$ cat config.mk
export PLATFORM = sky130hd
export DESIGN_NAME = dmarb_top
export DESIGN_NICKNAME = d
export VERILOG_FILES = /design/src/rtl/dmarb_pkg.sv /design/src/rtl/dmarb_sync.sv /design/src/rtl/dmarb_sampler.sv /design/src/rtl/dmarb_pending.sv /design/src/rtl/dmarb_owner.sv /design/src/rtl/dmarb_top.sv
export SDC_FILE = /design/constraint.sdc
export NUM_CORES = 1
export LEC_CHECK = 0
export ABC_AREA = 1
export BUFFER_PORTS_ARGS = -buffer_cell sky130_fd_sc_hd__clkbuf_2
export CORE_AREA = 5 5 42 44
export DETAILED_ROUTE_END_ITERATION = 8
export DIE_AREA = 0 0 47 49
export MAX_ROUTING_LAYER = met4
export PLACE_DENSITY = 0.62
export SLEW_MARGIN = 5
export SYNTH_ARGS = -nofsm -noshare
export SYNTH_HDL_FRONTEND = slang
export SYNTH_HIERARCHICAL = 1
export SYNTH_SLANG_ARGS = --single-unit
$ cat constraint.sdc
create_clock -name clk -period 1.2 [get_ports clk]
set_clock_uncertainty 0.05 [all_clocks]
set_input_delay 0.36 -clock clk [delete_from_list [all_inputs] [get_ports clk]]
set_output_delay 0.36 -clock clk [all_outputs]
set_load 0.005 [all_outputs]
$ cat src/rtl/dmarb_pkg.sv
package dmarb_pkg;

    localparam int NUM_CH = 2;
    localparam int CH_W   = (NUM_CH > 1) ? $clog2(NUM_CH) : 1;

    typedef logic [NUM_CH-1:0] ch_vec_t;

    // Bus owner: dma=0 means CPU, otherwise channel index in ch
    typedef struct packed {
        logic            dma;
        logic [CH_W-1:0] ch;
    } owner_t;

    localparam owner_t OWNER_CPU = '{dma: 1'b0, ch: '0};

    // Lowest index wins
    function automatic logic [CH_W-1:0] pick_channel(ch_vec_t v);
        logic [CH_W-1:0] r;
        r = '0;
        for (int i = NUM_CH - 1; i >= 0; i--) begin
            if (v[i]) r = CH_W'(i);
        end
        return r;
    endfunction

    function automatic ch_vec_t channel_onehot(logic [CH_W-1:0] idx);
        ch_vec_t r;
        r = '0;
        r[idx] = 1'b1;
        return r;
    endfunction

    function automatic ch_vec_t owner_grants(owner_t o);
        return o.dma ? channel_onehot(o.ch) : '0;
    endfunction

endpackage

$ cat src/rtl/dmarb_sync.sv
module dmarb_sync #(
    parameter int WIDTH  = 1,
    parameter int STAGES = 2
) (
    input  logic             clk,
    input  logic             rst,
    input  logic [WIDTH-1:0] d,
    output logic [WIDTH-1:0] q
);
    logic [WIDTH-1:0] stage_q [STAGES];

    always_ff @(posedge clk) begin
        if (rst) stage_q[0] <= '0;
        else     stage_q[0] <= d;
    end

    for (genvar k = 1; k < STAGES; k++) begin : g_stage
        always_ff @(posedge clk) begin
            if (rst) stage_q[k] <= '0;
            else     stage_q[k] <= stage_q[k-1];
        end
    end

    assign q = stage_q[STAGES-1];
endmodule

$ cat src/rtl/dmarb_sampler.sv
module dmarb_sampler
    import dmarb_pkg::*;
#(
    parameter int SYNC_STAGES = 2
) (
    input  logic    clk,
    input  logic    rst,
    input  logic    bus_clk,
    input  ch_vec_t req_raw,
    output logic    sample_stb,
    output ch_vec_t req_seen
);
    localparam int SW = NUM_CH + 1;

    logic [SW-1:0] sync_q;
    logic          bclk_s;
    logic          bclk_prev;
    ch_vec_t       req_s;

    dmarb_sync #(.WIDTH(SW), .STAGES(SYNC_STAGES)) u_sync (
        .clk (clk),
        .rst (rst),
        .d   ({bus_clk, req_raw}),
        .q   (sync_q)
    );

    assign bclk_s = sync_q[SW-1];
    assign req_s  = sync_q[NUM_CH-1:0];

    always_ff @(posedge clk) begin
        if (rst) bclk_prev <= 1'b0;
        else     bclk_prev <= bclk_s;
    end

    // One strobe per bus-clock falling edge
    assign sample_stb = bclk_prev & ~bclk_s;
    assign req_seen   = sample_stb ? req_s : '0;

    // a sample strobe is never followed by another on the next cycle
    assert_one_sample_R2: assert property (@(posedge clk) disable iff (rst)
        sample_stb |=> !sample_stb);
endmodule

$ cat src/rtl/dmarb_pending.sv
module dmarb_pending
    import dmarb_pkg::*;
(
    input  logic    clk,
    input  logic    rst,
    input  ch_vec_t en,
    input  ch_vec_t set_req,
    input  ch_vec_t clr_grant,
    output ch_vec_t pend
);
    for (genvar i = 0; i < NUM_CH; i++) begin : g_flag
        always_ff @(posedge clk) begin
            if (rst)               pend[i] <= 1'b0;
            else if (!en[i])       pend[i] <= 1'b0;
            else if (set_req[i])   pend[i] <= 1'b1;
            else if (clr_grant[i]) pend[i] <= 1'b0;
        end

        // a disabled channel holds no pending request
        assert_disabled_idle_R4: assert property (@(posedge clk) disable iff (rst)
            !en[i] |=> !pend[i]);

        // granting clears the flag unless a fresh sample lands on the same edge
        assert_clear_on_grant_R9: assert property (@(posedge clk) disable iff (rst)
            (clr_grant[i] && !set_req[i]) |=> !pend[i]);

        // a request on an already pending channel leaves one pending flag
        assert_merge_R8: assert property (@(posedge clk) disable iff (rst)
            (en[i] && set_req[i]) |=> pend[i]);
    end
endmodule

$ cat src/rtl/dmarb_owner.sv
module dmarb_owner
    import dmarb_pkg::*;
(
    input  logic    clk,
    input  logic    rst,
    input  ch_vec_t pend_eff,
    input  logic    cpu_done,
    input  logic    xfer_done,
    output owner_t  owner,
    output ch_vec_t grant_stb
);
    owner_t owner_nxt;
    logic   take_bus;

    assign take_bus = !owner.dma && cpu_done && (|pend_eff);

    always_comb begin
        owner_nxt = owner;
        grant_stb = '0;
        if (owner.dma) begin
            if (xfer_done) owner_nxt = OWNER_CPU;
        end else if (take_bus) begin
            owner_nxt.dma = 1'b1;
            owner_nxt.ch  = pick_channel(pend_eff);
            grant_stb     = channel_onehot(owner_nxt.ch);
        end
    end

    always_ff @(posedge clk) begin
        if (rst) owner <= OWNER_CPU;
        else     owner <= owner_nxt;
    end

    // channel 0 wins whenever it is pending at the hand-over
    assert_prio_R5: assert property (@(posedge clk) disable iff (rst)
        (!owner.dma && cpu_done && pend_eff[0]) |=> (owner.dma && owner.ch == '0));

    // DMA ownership is held until the transfer ends
    assert_hold_R6: assert property (@(posedge clk) disable iff (rst)
        (owner.dma && !xfer_done) |=> $stable(owner));

    // transfer end returns the bus to the CPU
    assert_return_R6: assert property (@(posedge clk) disable iff (rst)
        (owner.dma && xfer_done) |=> !owner.dma);

    // without cpu_done the CPU keeps the bus
    assert_cpu_keeps_R7: assert property (@(posedge clk) disable iff (rst)
        (!owner.dma && !cpu_done) |=> !owner.dma);
endmodule

$ cat src/rtl/dmarb_top.sv
module dmarb_top
    import dmarb_pkg::*;
#(
    parameter int SYNC_STAGES = 2
) (
    input  logic                clk,
    input  logic                rst,
    input  logic                bus_clk,
    input  logic [NUM_CH-1:0]   dma_req,
    input  logic [NUM_CH-1:0]   ch_en,
    input  logic                cpu_done,
    input  logic                xfer_done,
    output logic                gnt_cpu,
    output logic [NUM_CH-1:0]   gnt_dma
);
    ch_vec_t req_seen;
    ch_vec_t pend;
    ch_vec_t pend_eff;
    ch_vec_t grant_stb;
    owner_t  owner;
    logic    sample_stb;

    dmarb_sampler #(.SYNC_STAGES(SYNC_STAGES)) u_sampler (
        .clk        (clk),
        .rst        (rst),
        .bus_clk    (bus_clk),
        .req_raw    (dma_req),
        .sample_stb (sample_stb),
        .req_seen   (req_seen)
    );

    dmarb_pending u_pending (
        .clk       (clk),
        .rst       (rst),
        .en        (ch_en),
        .set_req   (req_seen),
        .clr_grant (grant_stb),
        .pend      (pend)
    );

    assign pend_eff = pend & ch_en;

    dmarb_owner u_owner (
        .clk       (clk),
        .rst       (rst),
        .pend_eff  (pend_eff),
        .cpu_done  (cpu_done),
        .xfer_done (xfer_done),
        .owner     (owner),
        .grant_stb (grant_stb)
    );

    assign gnt_cpu = !owner.dma;
    assign gnt_dma = owner_grants(owner);

    // exactly one owner
    assert_one_owner_R10: assert property (@(posedge clk) disable iff (rst)
        $countones({gnt_cpu, gnt_dma}) == 1);

    // requests only register on a sample strobe
    assert_sample_only_R2: assert property (@(posedge clk) disable iff (rst)
        !sample_stb |-> (req_seen == '0));
endmodule

==> run metrics, run 1 <==
status finished with violations; failing checks negative setup slack; final core occ 0.416; Slew Limit Fails 0; Slew @ Worst Pin ~0.2 ns; core area 1400 µm²; Net Count, Synth 80; Nets between 90 and 100; layout cells sized above 1 0.302; DRC 0; Total GRT Usage 0.0760; DP Area roughly 540 µm²; initial DRC count 2; Hold WC Path Type input port to register; worst-case vdd ir drop around 540 µV; Setup crit start kind register; reg2reg setup slack between 0.15 and 0.2 ns; Die H roughly 49 µm; crit path max fanout 3; total die area between 2000 and 2500 µm²; CP required between 0.7 and 0.8 ns; clk root buf clkbuf_4; Worst slew margin 0.868; global-route wire length before repair between 1000 and 1500 µm; hold buffers post-CTS 0; HP Start dma_req[1]; CTS Buf Count 3; Sw Ratio 0.206; Setup crit end kind output port; Hold Path End u_sampler/u_sync/stage_q[0][1]$_SDFF_PP0_; clock-pin transition on the worst setup and hold timing paths roughly 0.07 ns; fin crit share 1.02; Ys Warns 6; Reg power frac 0.576; Psw approximately 130 µW; endpoints failing setup 2; Reg-to-Reg End u_pending/pend[1]$_SDFFE_PP0P_; final worst-path setup slack -0.0255 ns; min Tclk post-route ~1.2 ns; Clk pwr share 0.366; WP data arrival 0.82 ns; Layout Cells excl Fill just over 100; CTS H-Tree Depth 1; LEAKAGE 0.000312 µW; internal power ~520 µW; PortBufs 11; DPL Wire Length 568 µm; DR WL/cell 7.06 µm; Setup CP Type register to output port; Max Clk Rate between 800 and 900 MHz; Pwr Density between 1000 and 1500 nW/µm²; vias in the first global route 330; Syn Inst Count a little over 70; num ports 12; DIE WIDTH ~47 µm; Max clock buf depth 2; Initial Util 0.340; # diodes 0; cells on worst reg2reg path 7; Inst Count DP 97; hold depth 3; GP Congestion 0.761; Antenna Nets Post-Route 0; Synth Area per Inst around 6.7 µm²; vias per std cell ~3.8; Clock Latency Late Sink roughly 0.26 ns; Final Hold Slack ~0.23 ns; initial antenna violation count 0; reg-to-reg startpoint u_owner/owner[1]$_SDFF_PP0_; CTS tree yes; WL final about 720 µm; mapped cell area around 480 µm²; Hold Fails Final Rpt 0; Area Overhead vs Synth 22.3%; largest net degree at the start of global routing 11; max-cap viol count 0; Site Rows 14; via count slightly below 400; Gate power share 0.057; design area 583 µm²; RSZ-0062 raised after global routing yes; gr ovfl total 0; 1st-pass router iterations 2; Clock Sinks 11
state kept, by name, indices dropped and copies added (netlist names):
register / count
u_sampler/u_sync/stage_q: 6
u_sampler/bclk_prev: 1
u_owner/owner: 2
u_pending/pend: 2
critical path, stage by stage (launching register included):
cell	delay (ns)
dfxtp_4	0.35
inv_2	0.04
nor2_2	0.06
clkbuf_2	0.11
metrics by stage:
| step | power, µW | worst slack, ns | TNS [ns] |
|---|---|---|---|
| 2_1_floorplan | 403 | 0.207 | 0 |
| 3_3_place_gp | 423 | 0.105 | 0 |
| 3_5_place_dp | 425 | 0.106 | 0 |
| 4_1_cts | 668 | -0.0433 | -0.0663 |
| 5_1_grt | 694 | -0.0658 | -0.137 |
| 6_report | 653 | -0.0255 | -0.0303 |
cells in the final DEF, fill, tap and decap left out, types with 3 or more instances in the layout:
master / count
clkbuf_4: 3
inv_1: 23
dfxtp_1: 9
nand2_1: 14
nor2_1: 12
inv_2: 3
a21oi_2: 3
clkbuf_2: 11
power groups by stage:
stage	clock network, µW	registers, µW	logic, µW
3_3_place_gp	0	386	37.0
3_5_place_dp	0	387	38.1
2_1_floorplan	0	386	17.1
6_report	239	376	37.5
4_1_cts	254	376	38.5
5_1_grt	272	377	45.2
worst max path at each step:
| stage | from | slack (ns) | endpoint | depth (start not counted) |
|---|---|---|---|---|
| 3_5_place_dp | ch_en[1] | 0.11 | u_pending/pend[1]$_SDFFE_PP0P_ | 8 |
| 5_1_grt | u_owner/owner[0]$_SDFFE_PP0P_ | -0.07 | gnt_dma[1] | 3 |
| 2_1_floorplan | ch_en[1] | 0.21 | u_pending/pend[1]$_SDFFE_PP0P_ | 8 |
| 6_report | u_owner/owner[1]$_SDFF_PP0_ | -0.03 | gnt_dma[0] | 3 |
| 3_3_place_gp | ch_en[1] | 0.10 | u_pending/pend[1]$_SDFFE_PP0P_ | 8 |
| 4_1_cts | u_owner/owner[1]$_SDFF_PP0_ | -0.04 | gnt_dma[0] | 3 |
area by class of cell:
cell class / count / area, µm²
Clock buffer: 4 / 26.3
Fill cell: 159 / 818
Timing Repair Buffer: 12 / 62.6
Inverter: 26 / 97.6
Tap cell: 16 / 20.0
Sequential cell: 11 / 225
Multi-Input combinational cell: 33 / 151
routing by layer:
metal  part of all wire  vias up  routed length (µm)  track usage
met5                  0        -                   0            -
met1               0.43      155                 311       0.0843
met3              0.064        2                  46       0.0221
li1                   -      221                   -            -
met2               0.50        7                 358        0.111
met4             0.0056        0                   4       0.0553
what timing repair did:
item / 4_1_cts / 5_1_grt
endpoints found under the setup margin: 3 / 3
gates resized for setup: 3 / 0
setup buffers: 1 / 0
Note: power is estimated with default switching activity, not from simulation.
==> run 2: changes to the inputs <==
--- a/config.mk
+++ b/config.mk
@@ -7,11 +7,13 @@
 export LEC_CHECK = 0
 export ABC_AREA = 1
 export BUFFER_PORTS_ARGS = -buffer_cell sky130_fd_sc_hd__clkbuf_2
-export CORE_AREA = 5 5 42 44
+export CELL_PAD_IN_SITES_DETAIL_PLACEMENT = 0
+export CELL_PAD_IN_SITES_GLOBAL_PLACEMENT = 1
+export CORE_MARGIN = 5
+export CORE_UTILIZATION = 33
 export DETAILED_ROUTE_END_ITERATION = 8
-export DIE_AREA = 0 0 47 49
 export MAX_ROUTING_LAYER = met4
-export PLACE_DENSITY = 0.62
+export PLACE_DENSITY = 0.76
 export SLEW_MARGIN = 5
 export SYNTH_ARGS = -nofsm -noshare
 export SYNTH_HDL_FRONTEND = slang
==> run metrics, run 2 (synthesis gave the netlist of run 1 again) <==
min Tclk post-route between 1 and 1.5 ns; WP data arrival approximately 0.8 ns; Reg-to-Reg End u_pending/pend[1]$_SDFFE_PP0P_; Total GRT Usage 0.0923; # diodes 0; Layout Cells excl Fill 101; initial antenna violation count 0; Clock Sinks 11; CTS Buf Count 3; via count between 300 and 400; crit path max fanout 3; max-cap viol count 0; CTS tree yes; RSZ-0062 raised after global routing yes; GP Congestion 0.700; multi-input logic area approximately 150 µm²; design area approximately 580 µm²; Slew Limit Fails 0; gr ovfl total 0; endpoints failing setup 2; Hold WC Path Type input port to register; Area Overhead vs Synth 22.0%; Top reg by flops u_sampler/u_sync/stage_q; largest net degree at the start of global routing 11; Slew @ Worst Pin just under 0.2 ns; Clock Latency Late Sink roughly 0.26 ns; reg-to-reg startpoint u_owner/owner[1]$_SDFF_PP0_; clock-pin transition on the worst setup and hold timing paths approximately 0.07 ns; Site Rows 13; WL final 702 µm; commonest cells after routing, fill and taps aside inv_1, nand2_1, nor2_1; DIE WIDTH roughly 48 µm; max reg flops 6; cells on worst reg2reg path 7; worst-case vdd ir drop between 800 and 900 µV; Max Clk Rate slightly above 800 MHz; fin crit share 1.03; vias in the first global route 330; hold buffers post-CTS 0; DPL Wire Length roughly 560 µm; Worst slew margin 0.869; Antenna Nets Post-Route 0; LEAKAGE about 0.00031 µW; reg2reg setup slack roughly 0.17 ns; core area about 1300 µm²; initial DRC count 4; Setup crit start kind register; layout cells sized above 1 0.302; final worst-path setup slack -0.0323 ns; fill count 162; failing checks negative setup slack; Nets 96; largest registers u_sampler/u_sync/stage_q: 6 flops, u_owner/owner: 2 flops, u_pending/pend: 2 flops; most common cell after layout, fill and taps aside inv_1; DP Area 543 µm²; PortBufs 11; hold depth 3; dpl ws 0.113 ns; Hold Fails Final Rpt 0; CP required a little under 0.8 ns; CTS H-Tree Depth 1; Die H approximately 48 µm; Initial Util 0.357; status finished with violations; DRC 0; vias per std cell between 3 and 4; global-route wire length before repair approximately 1300 µm; clk root buf clkbuf_4; Reg area between 200 and 250 µm²; Max clock buf depth 2; Setup crit end kind output port; Hold Path End u_sampler/u_sync/stage_q[0][0]$_SDFF_PP0_; DR WL/cell just under 7 µm; 1st-pass router iterations 3; Inst Count DP 96; HP Start dma_req[0]; Setup CP Type register to output port; num ports 12; Pwr Density about 1100 nW/µm²; Final Hold Slack approximately 0.23 ns; total die area 2300 µm²
run 2: power breakdown:
group / switching, µW / internal (µW) / leakage, µW / total (µW)
clock network: 116 / 129 / 0.0000150 / 245
registers: 2.58 / 373 / 0.0000913 / 376
logic: 20.3 / 16.8 / 0.000205 / 37.2
total: 139 / 519 / 0.000312 / 658
run 2: worst max-delay path by stage:
stage                                        startpoint                        endpoint  slack [ns]
final                     u_owner/owner[0]$_SDFFE_PP0P_                      gnt_dma[1]       -0.03
after global routing        u_owner/owner[1]$_SDFF_PP0_                      gnt_dma[0]       -0.11
after CTS                 u_owner/owner[0]$_SDFFE_PP0P_                      gnt_dma[1]       -0.06
after detailed placement                       ch_en[1]  u_pending/pend[1]$_SDFFE_PP0P_        0.11
after global placement                         ch_en[1]  u_pending/pend[1]$_SDFFE_PP0P_        0.12
after floorplan                                ch_en[1]  u_pending/pend[1]$_SDFFE_PP0P_        0.21
run 2: area by class of cell:
type | instances | share of cell area
clock buffer | 4 | 0.0452
timing repair buffer | 12 | 0.108
multi-input combinational | 33 | 0.260
tap | 15 | 0.0323
sequential | 11 | 0.387
inverter | 26 | 0.168
run 2: critical path: stages (launching register included):
cell and delay (ns):
dfxtp_2 0.35, nand2_1 0.06, inv_1 0.05, clkbuf_2 0.10
run 2: layer usage:
metal  global-route usage  share of wire  vias up
li1                     -              -      223
met1               0.0940           0.41      159
met2                0.121           0.46       11
met3               0.0564           0.11        2
met4               0.0806          0.019        0
met5                    -              0        -
run 2: timing repair:
action / in CTS / in global routing
setup buffers: 1 / 0
gates resized for setup: 3 / 0
pin swaps: 1 / 0
endpoints found under the setup margin: 3 / 3
run 2: per-stage QoR:
stage | power [µW] | setup TNS [ns] | util
final | 658 | -0.0580 | 0.436
after global routing | 717 | -0.248 | 0.436
after CTS | 677 | -0.105 | 0.436
after detailed placement | 425 | 0 | 0.407
after global placement | 424 | 0 | 0.407
after floorplan | 403 | 0 | -
